<file path="src/rtl/txuf_pkg.sv">
package txuf_pkg;

  typedef enum logic {
    SC_IDLE = 1'b0,
    SC_WALK = 1'b1
  } walk_st_e;

  typedef enum logic [1:0] {
    DV_NONE = 2'd0,
    DV_WAIT = 2'd1,
    DV_SKIP = 2'd2,
    DV_HIT  = 2'd3
  } desc_verdict_e;

  // Classify one fetch answer.
  function automatic desc_verdict_e judge_desc(input logic vld, input logic own,
                                               input logic sof);
    if (!vld)      return DV_NONE;
    else if (!own) return DV_WAIT;
    else if (!sof) return DV_SKIP;
    else           return DV_HIT;
  endfunction

endpackage

</file>
<file path="src/rtl/txuf_cfg.sv">
module txuf_cfg (
  input  logic clk,
  input  logic rst_n,
  input  logic soft_rst,
  input  logic cfg_we,
  input  logic cfg_din,
  output logic cfg_q
);

  // Hard and soft reset clear the mode bit; stop has no path here.
  always_ff @(posedge clk or negedge rst_n) begin
    if (!rst_n)        cfg_q <= 1'b0;
    else if (soft_rst) cfg_q <= 1'b0;
    else if (cfg_we)   cfg_q <= cfg_din;
  end

endmodule

</file>
<file path="src/rtl/txuf_txctl.sv">
module txuf_txctl (
  input  logic clk,
  input  logic rst_n,
  input  logic soft_rst,
  input  logic stop_cmd,
  input  logic start_cmd,
  input  logic ev_uflow,
  input  logic ev_halt,
  input  logic err_clr,
  output logic tx_on,
  output logic uflow_err
);

  // Priority: soft reset, stop, halting underflow, start.
  always_ff @(posedge clk or negedge rst_n) begin
    if (!rst_n)         tx_on <= 1'b0;
    else if (soft_rst)  tx_on <= 1'b0;
    else if (stop_cmd)  tx_on <= 1'b0;
    else if (ev_halt)   tx_on <= 1'b0;
    else if (start_cmd) tx_on <= 1'b1;
  end

  // A new underflow wins over a clear in the same cycle.
  always_ff @(posedge clk or negedge rst_n) begin
    if (!rst_n)        uflow_err <= 1'b0;
    else if (soft_rst) uflow_err <= 1'b0;
    else if (ev_uflow) uflow_err <= 1'b1;
    else if (err_clr)  uflow_err <= 1'b0;
  end

endmodule

</file>
<file path="src/rtl/txuf_walk.sv">
module txuf_walk
  import txuf_pkg::*;
#(
  parameter int RING_LEN = 8,
  localparam int IW = (RING_LEN > 1) ? $clog2(RING_LEN) : 1
) (
  input  logic          clk,
  input  logic          rst_n,
  input  logic          abort,
  input  logic          ev_recover,
  input  logic [IW-1:0] cur_idx,
  input  logic          fetch_vld,
  input  logic          fetch_own,
  input  logic          fetch_sof,
  output logic          fetch_req,
  output logic [IW-1:0] fetch_idx,
  output logic          rel_vld,
  output logic [IW-1:0] rel_idx,
  output logic          restart_vld,
  output logic [IW-1:0] restart_idx,
  output logic          walking
);

  localparam logic [IW-1:0] LAST_IDX = IW'(RING_LEN - 1);

  // Following ring entry, wrapping after the last one.
  function automatic logic [IW-1:0] ring_next(input logic [IW-1:0] i);
    if (i == LAST_IDX) return '0;
    else               return i + IW'(1);
  endfunction

  walk_st_e      st_q;
  logic [IW-1:0] idx_q;
  desc_verdict_e verdict;

  assign verdict   = judge_desc(fetch_vld, fetch_own, fetch_sof);
  assign walking   = (st_q == SC_WALK);
  assign fetch_req = walking;
  assign fetch_idx = idx_q;

  always_ff @(posedge clk or negedge rst_n) begin
    if (!rst_n) begin
      st_q  <= SC_IDLE;
      idx_q <= '0;
    end else if (abort) begin
      st_q <= SC_IDLE;
    end else begin
      unique case (st_q)
        SC_IDLE: begin
          if (ev_recover) begin
            st_q  <= SC_WALK;
            idx_q <= ring_next(cur_idx);
          end
        end
        SC_WALK: begin
          unique case (verdict)
            DV_SKIP: idx_q <= ring_next(idx_q);
            DV_HIT:  st_q  <= SC_IDLE;
            default: ;
          endcase
        end
        default: st_q <= SC_IDLE;
      endcase
    end
  end

  // Registered one-cycle pulses for returned and restart descriptors.
  always_ff @(posedge clk or negedge rst_n) begin
    if (!rst_n) begin
      rel_vld     <= 1'b0;
      rel_idx     <= '0;
      restart_vld <= 1'b0;
      restart_idx <= '0;
    end else begin
      rel_vld     <= 1'b0;
      restart_vld <= 1'b0;
      if (!abort && walking) begin
        if (verdict == DV_SKIP) begin
          rel_vld <= 1'b1;
          rel_idx <= idx_q;
        end
        if (verdict == DV_HIT) begin
          restart_vld <= 1'b1;
          restart_idx <= idx_q;
        end
      end
    end
  end

endmodule

</file>
<file path="src/rtl/txuf_recover.sv">
module txuf_recover
  import txuf_pkg::*;
#(
  parameter int RING_LEN = 8,
  localparam int IW = (RING_LEN > 1) ? $clog2(RING_LEN) : 1
) (
  input  logic          clk,
  input  logic          rst_n,
  input  logic          soft_rst,
  input  logic          stop_cmd,
  input  logic          start_cmd,
  input  logic          cfg_we,
  input  logic          cfg_recover,
  input  logic          uflow,
  input  logic          err_clr,
  input  logic [IW-1:0] cur_idx,
  output logic          fetch_req,
  output logic [IW-1:0] fetch_idx,
  input  logic          fetch_vld,
  input  logic          fetch_sof,
  input  logic          fetch_own,
  output logic          rel_vld,
  output logic [IW-1:0] rel_idx,
  output logic          restart_vld,
  output logic [IW-1:0] restart_idx,
  output logic          tx_on,
  output logic          uflow_err
);

  logic cfg_q;
  logic walking;
  logic ev_uflow;
  logic ev_halt;
  logic ev_recover;
  logic ev_abort;

  // Named internal events.
  assign ev_uflow   = uflow & tx_on;
  assign ev_halt    = ev_uflow & ~cfg_q;
  assign ev_recover = ev_uflow & cfg_q & ~walking;
  assign ev_abort   = soft_rst | stop_cmd;

  txuf_cfg u_cfg (
    .clk      (clk),
    .rst_n    (rst_n),
    .soft_rst (soft_rst),
    .cfg_we   (cfg_we),
    .cfg_din  (cfg_recover),
    .cfg_q    (cfg_q)
  );

  txuf_txctl u_txctl (
    .clk       (clk),
    .rst_n     (rst_n),
    .soft_rst  (soft_rst),
    .stop_cmd  (stop_cmd),
    .start_cmd (start_cmd),
    .ev_uflow  (ev_uflow),
    .ev_halt   (ev_halt),
    .err_clr   (err_clr),
    .tx_on     (tx_on),
    .uflow_err (uflow_err)
  );

  txuf_walk #(.RING_LEN(RING_LEN)) u_walk (
    .clk         (clk),
    .rst_n       (rst_n),
    .abort       (ev_abort),
    .ev_recover  (ev_recover),
    .cur_idx     (cur_idx),
    .fetch_vld   (fetch_vld),
    .fetch_own   (fetch_own),
    .fetch_sof   (fetch_sof),
    .fetch_req   (fetch_req),
    .fetch_idx   (fetch_idx),
    .rel_vld     (rel_vld),
    .rel_idx     (rel_idx),
    .restart_vld (restart_vld),
    .restart_idx (restart_idx),
    .walking     (walking)
  );

endmodule

</file>
<file path="config.mk">
export PLATFORM = sky130hd
export DESIGN_NAME = txuf_recover
export DESIGN_NICKNAME = d
export VERILOG_FILES = /design/src/rtl/txuf_pkg.sv /design/src/rtl/txuf_cfg.sv /design/src/rtl/txuf_txctl.sv /design/src/rtl/txuf_walk.sv /design/src/rtl/txuf_recover.sv
export SDC_FILE = /design/constraint.sdc
export NUM_CORES = 1
export LEC_CHECK = 0
export BUFFER_PORTS_ARGS = -buffer_cell sky130_fd_sc_hd__buf_2
export CORE_MARGIN = 2
export CORE_UTILIZATION = 41
export CTS_BUF_LIST = sky130_fd_sc_hd__clkbuf_4
export CTS_CLUSTER_DIAMETER = 120
export DETAILED_ROUTE_END_ITERATION = 10
export GPL_TIMING_DRIVEN = 0
export PLACE_DENSITY_LB_ADDON = 0.25
export SLEW_MARGIN = 25
export SYNTH_ARGS = -nofsm -noshare
export SYNTH_HDL_FRONTEND = slang
export SYNTH_SLANG_ARGS = --single-unit
</file>
<file path="constraint.sdc">
create_clock -name clk -period 1.7 [get_ports clk]
set_clock_uncertainty 0.2 [all_clocks]
set_input_delay 0.51 -clock clk [delete_from_list [all_inputs] [get_ports clk]]
set_output_delay 0.51 -clock clk [all_outputs]
set_load 0.02 [all_outputs]
</file>
# --- Word level (Yosys, flattened, before mapping) ---
# Cells that the tools add are included.
word_totals:
  input_bits: 15
  n_memories: 0
  reg_bits: 15
  romBits: 0
  latch_bits: 0
  output_inout_bits: 14
  ram_bits: 0
op_classes:
  div: 0
  mul: 0
  n_bitwise: 8
  mux: 25
  shift: 0
  eq_ne: 6
  n_lt_le_gt_ge: 0
  n_reduce_logical: 8
  n_addsub: 2
op_table:
  columns: ["operator", "count"]
  rows:
  - ["1-bit 2-to-1 mux", 17]
  - ["3-bit 2-to-1 mux", 4]
  - ["3-bit by 1-bit adder with 3-bit output, second input constant", 2]
  - ["3-bit == test, second input constant", 2]
  - ["3-bit case mux with 2 select lines", 1]
  - ["1-bit bitwise AND", 4]
  - ["2-bit == test, second input constant", 2]
  - ["2-bit 2-to-1 mux", 2]
  - ["2-bit != test, second input constant", 2]
  - ["2-bit AND reduction", 2]
  - ["4-bit nonzero test", 1]
  - ["1-bit NOT", 3]
  - ["3-bit AND reduction", 1]
  - ["3-bit nonzero test", 1]
  - ["1-bit case mux with 2 select lines", 1]
  - ["2-bit nonzero test", 1]
  - ["1-bit logical AND", 1]
  - ["1-bit logical NOT", 1]
  - ["1-bit OR", 1]

# --- Longest topological paths before layout ---
logic_depth:
  ltp_word: 7
  mapped_depth: 5
  ltp_nobuf: 5

# --- Cells and area by module ---
# A second synthesis with hierarchy kept.
hier_totals:
  hier_cells: 59
  hier_area_um2: 754.5
by_module_without_submodules:
  columns: ["module", "cells_each", "n_inst", "seq_area_each_um2", "area_per_inst_um2"]
  rows:
  - ["txuf_walk", 45, 1, 300.3, 600.6]
  - ["txuf_txctl", 7, 1, 50.0, 81.3]
  - ["txuf_cfg", 3, 1, 25.0, 38.8]
  - ["txuf_recover", 4, 1, 0.0, 33.8]

# --- Worst setup path after synthesis ---
# OpenSTA, ideal clock, no wires.
synth_path:
  path_type: "input to register"
  startpoint: "input soft_rst"
  endpoint: "register u_walk.rel_idx[0]"
  slack_ps: -82
  stages: 3
  n_path_buf: 0
  t_arrival_ps: 1457
  cell_sequence: "or2_4 or3_4 mux2_4"
synth_between:
  elab_chain_len: 4
synth_rtl:
  columns: ["element", "line_no", "text"]
  rows:
  - ["start, declared", "txuf_recover.sv:9", "input logic soft_rst,"]
  - ["1-bit OR", "txuf_recover.sv:41", "assign ev_abort = soft_rst | stop_cmd;"]
  - ["1-bit logical NOT", "txuf_walk.sv:77", "if (!abort && walking) begin"]
  - ["1-bit logical AND", "txuf_walk.sv:77", null]
  - ["2-bit AND reduction (no line)", null, null]
  - ["end signal, assigned", "txuf_walk.sv:80", "rel_idx <= idx_q;"]
  - ["end, declared", "txuf_walk.sv:18", "output logic [IW-1:0] rel_idx,"]
# No other way between the ends.
# A chain may end at the register's enable or synchronous reset.

# --- Worst setup path after layout ---
layout_path:
  startpoint: "input soft_rst"
  endpoint: "register u_walk.idx_q[0], in the netlist u_walk.fetch_idx[0]"
layout_between:
  elab_chain_len: 3
layout_rtl:
  columns: ["element", "line_no", "text"]
  rows:
  - ["1-bit OR", "txuf_recover.sv:41", null]
  - ["1-bit NOT (no line)", null, null]
  - ["3-bit AND reduction (no line)", null, null]
  - ["end signal, assigned", "txuf_walk.sv:52", "idx_q <= ring_next(cur_idx);"]
  - ["end signal, assigned", "txuf_walk.sv:57", "DV_SKIP: idx_q <= ring_next(idx_q);"]
  - ["end, declared", "txuf_walk.sv:33", "logic [IW-1:0] idx_q;"]
# No other way between the ends.

==> run metrics <==
antenna-violating nets left 0; worst reg2reg path depth 4; Register Area 380 µm²; Multi-input gate area 358 µm²; DR WL/cell 12.3 µm; Yosys reg bits 15; CP endpoint kind register; Worst Tran Pin Value 0.326 ns; cells after synthesis 52; drt drc 0; Top Layer Used met4; Max-slew headroom 0.783; Die Area 2050 µm²; Starting Density 0.449; min Tclk post-route 1.65 ns; fill count 129; Area Growth Syn to Fin 39.2%; DR iter-0 viols 7; number of synthesized flops with an enable pin 0; fin crit share 0.970; DR vias 520; met2 WL around 610 µm; worst reg2reg startpoint u_walk.fetch_idx[1]; crit-path max FO 5; clock-pin slew on the worst setup and hold paths roughly 0.090 ns; H-tree depth 1; worst path required time 1.68 ns; routability cong. 0.803; layout cells sized above 1 0.636; hold_ws 0.218 ns; row cnt 14; Mean Syn Cell Area 13.5 µm²; Placed Cells 96; Via density 5.00; Pwr Total between 600 and 700 µW; syn_nets slightly above 70; Nets 108; DP Wirelength 970 µm; synth warn 0; status finished, final reports clean; worst r2r dst u_walk.fetch_idx[2]; TritonCTS clock tree yes; Data arrival, critical path 1.63 ns; initial antenna violation count 0; synthesized area ~700 µm²; gr usage total 0.146; IO Port Bufs 28; fin cells 104; Skew-Pair Late Insertion Delay 0.29 ns; antenna diode count 0; clock root cell clkbuf_4; Yosys cell types 20; maximum clock rate 606 MHz; DRT Pass-1 Iters 4; final hold vios 0; Pwr per Cell Area 694 nW/µm²; ys async rst share 1.00; total grt overflow 0; placed inst area 886 µm²; worst hold path class primary input to register; r2r setup slk 0.06 ns; met3 wire length just over 60 µm; crit start category primary input; first-pass GRT wire length 2070 µm; # IOs 29; Clock Sinks 15; core area 1560 µm²; Top FF cell, synth dfrtp_1; die width 45.3 µm; beginning of the critical path soft_rst; CTS buffer count 3; die span in y about 45 µm; design area around 970 µm²; vias in the first global route 488; RSZ-0062 raised after global routing false; peak supply drop 0.481 mV; final WL 1280 µm; largest net degree at the start of global routing 16; Max Slew Vio Count 0; M1 wire length 589 µm; clk buf depth 2; Post-Route Utilization 0.624; # setup viols final 0; critical path class primary input to register; Leak Pwr 0.000533 µW; Setup crit end u_walk.fetch_idx[0]; max cap viols 0; sequential-to-total area share from yosys stat 0.537
-- routing by layer --
metal,vias to the layer above,global-route usage
li1,259,-
met1,242,0.175
met2,17,0.240
met3,2,0.0400
met4,0,0.0706
met5,-,0
-- how the worst min path moves through the flow --
stage | startpoint | to | slack [ns] | depth (start not counted)
2_1_floorplan | rst_n | u_cfg.cfg_q | 0.01 | 0
3_3_place_gp | rst_n | u_cfg.cfg_q | 0.23 | 1
3_5_place_dp | rst_n | u_cfg.cfg_q | 0.23 | 1
4_1_cts | soft_rst | u_txctl.uflow_err | 0.21 | 2
5_1_grt | soft_rst | u_txctl.uflow_err | 0.23 | 2
6_report | soft_rst | u_txctl.uflow_err | 0.22 | 2
-- repair_timing --
item / CTS / global route
buffers inserted: 1 / 2
hold buffers: 1 / 0
hold endpoints to repair: 15 / 0
cloned: 0 / 0
pin swaps: 0 / 2
endpoints found under the setup margin: 1 / 10
gates resized for setup: 1 / 4
-- critical path: stages --
cell    delay (ns)
buf_2         0.12
or2_4         0.27
o32a_1        0.41
mux2_4        0.31
-- kinds of logic (layout without fill, tap and decap cells) --
| kind of cell | count (synthesis) | count (layout) | synth area share |
|---|---|---|---|
| flip-flops | 15 | 15 | 0.537 |
| buffers and inverters | 4 | 40 | 0.0215 |
| AO/OA/AOI/OAI | 6 | 6 | 0.0626 |
| adder cells (fa/ha/maj) | 4 | 4 | 0.0716 |
| multiplexers | 12 | 12 | 0.208 |
| AND/OR/NAND/NOR | 11 | 11 | 0.100 |
-- registers in the layout, indices dropped and copies added, names as in the netlist --
register            cells
u_cfg.cfg_q             1
u_txctl.tx_on           1
u_txctl.uflow_err       1
u_walk.fetch_idx        3
u_walk.fetch_req        1
u_walk.rel_idx          3
u_walk.rel_vld          1
u_walk.restart_idx      3
u_walk.restart_vld      1
-- cells in the mapped netlist, types with 2 or more instances --
| cell type | instances | share of area |
|---|---|---|
| inv_1 | 4 | 0.021 |
| nand3_1 | 2 | 0.014 |
| or3_1 | 2 | 0.018 |
| dfrtp_1 | 15 | 0.54 |
| mux2_2 | 7 | 0.11 |
| nor2_1 | 2 | 0.011 |
| mux2_4 | 3 | 0.064 |
| a21oi_1 | 2 | 0.014 |
| ha_1 | 4 | 0.072 |
-- layout make-up --
type	count	share of cell area
Tap cell	16	0.0206
Clock buffer	3	0.0231
Clock inverter	1	0.00514
Timing Repair Buffer	32	0.177
Sequential cell	15	0.391
Inverter	4	0.0154
Multi-Input combinational cell	33	0.368
-- cell usage in the layout (no fill, tap or decap) --
cell type,count
dfrtp_1,11
nor3_2,1
a311oi_1,1
mux2_2,5
or3_1,2
clkbuf_4,3
o32a_1,1
a21oi_1,2
buf_2,28
clkinv_2,1
nand2b_1,1
mux2_4,6
nand3_1,2
ha_1,1
o31ai_1,1
mux2i_1,1
inv_1,4
buf_4,3
o21bai_1,1
or3_4,1
or2_4,1
ha_4,3
nor2_1,2
dlygate4sd3_1,1
nand2_1,1
dfrtp_2,4
-- power by group --
group          internal [µW]  switching, µW
registers                367           12.2
logic                   48.5           42.7
clock network           87.5            118
total                    503            173
-- metrics by stage --
stage / setup WS [ns] / TNS (ns)
after CTS: 0.00255 / 0
after global placement: -0.240 / -2.06
final: 0.0507 / 0
after floorplan: -0.0821 / -0.423
after global routing: 0.0235 / 0
after detailed placement: -0.255 / -2.14
No activity file was read; power rests on OpenSTA's default activity.
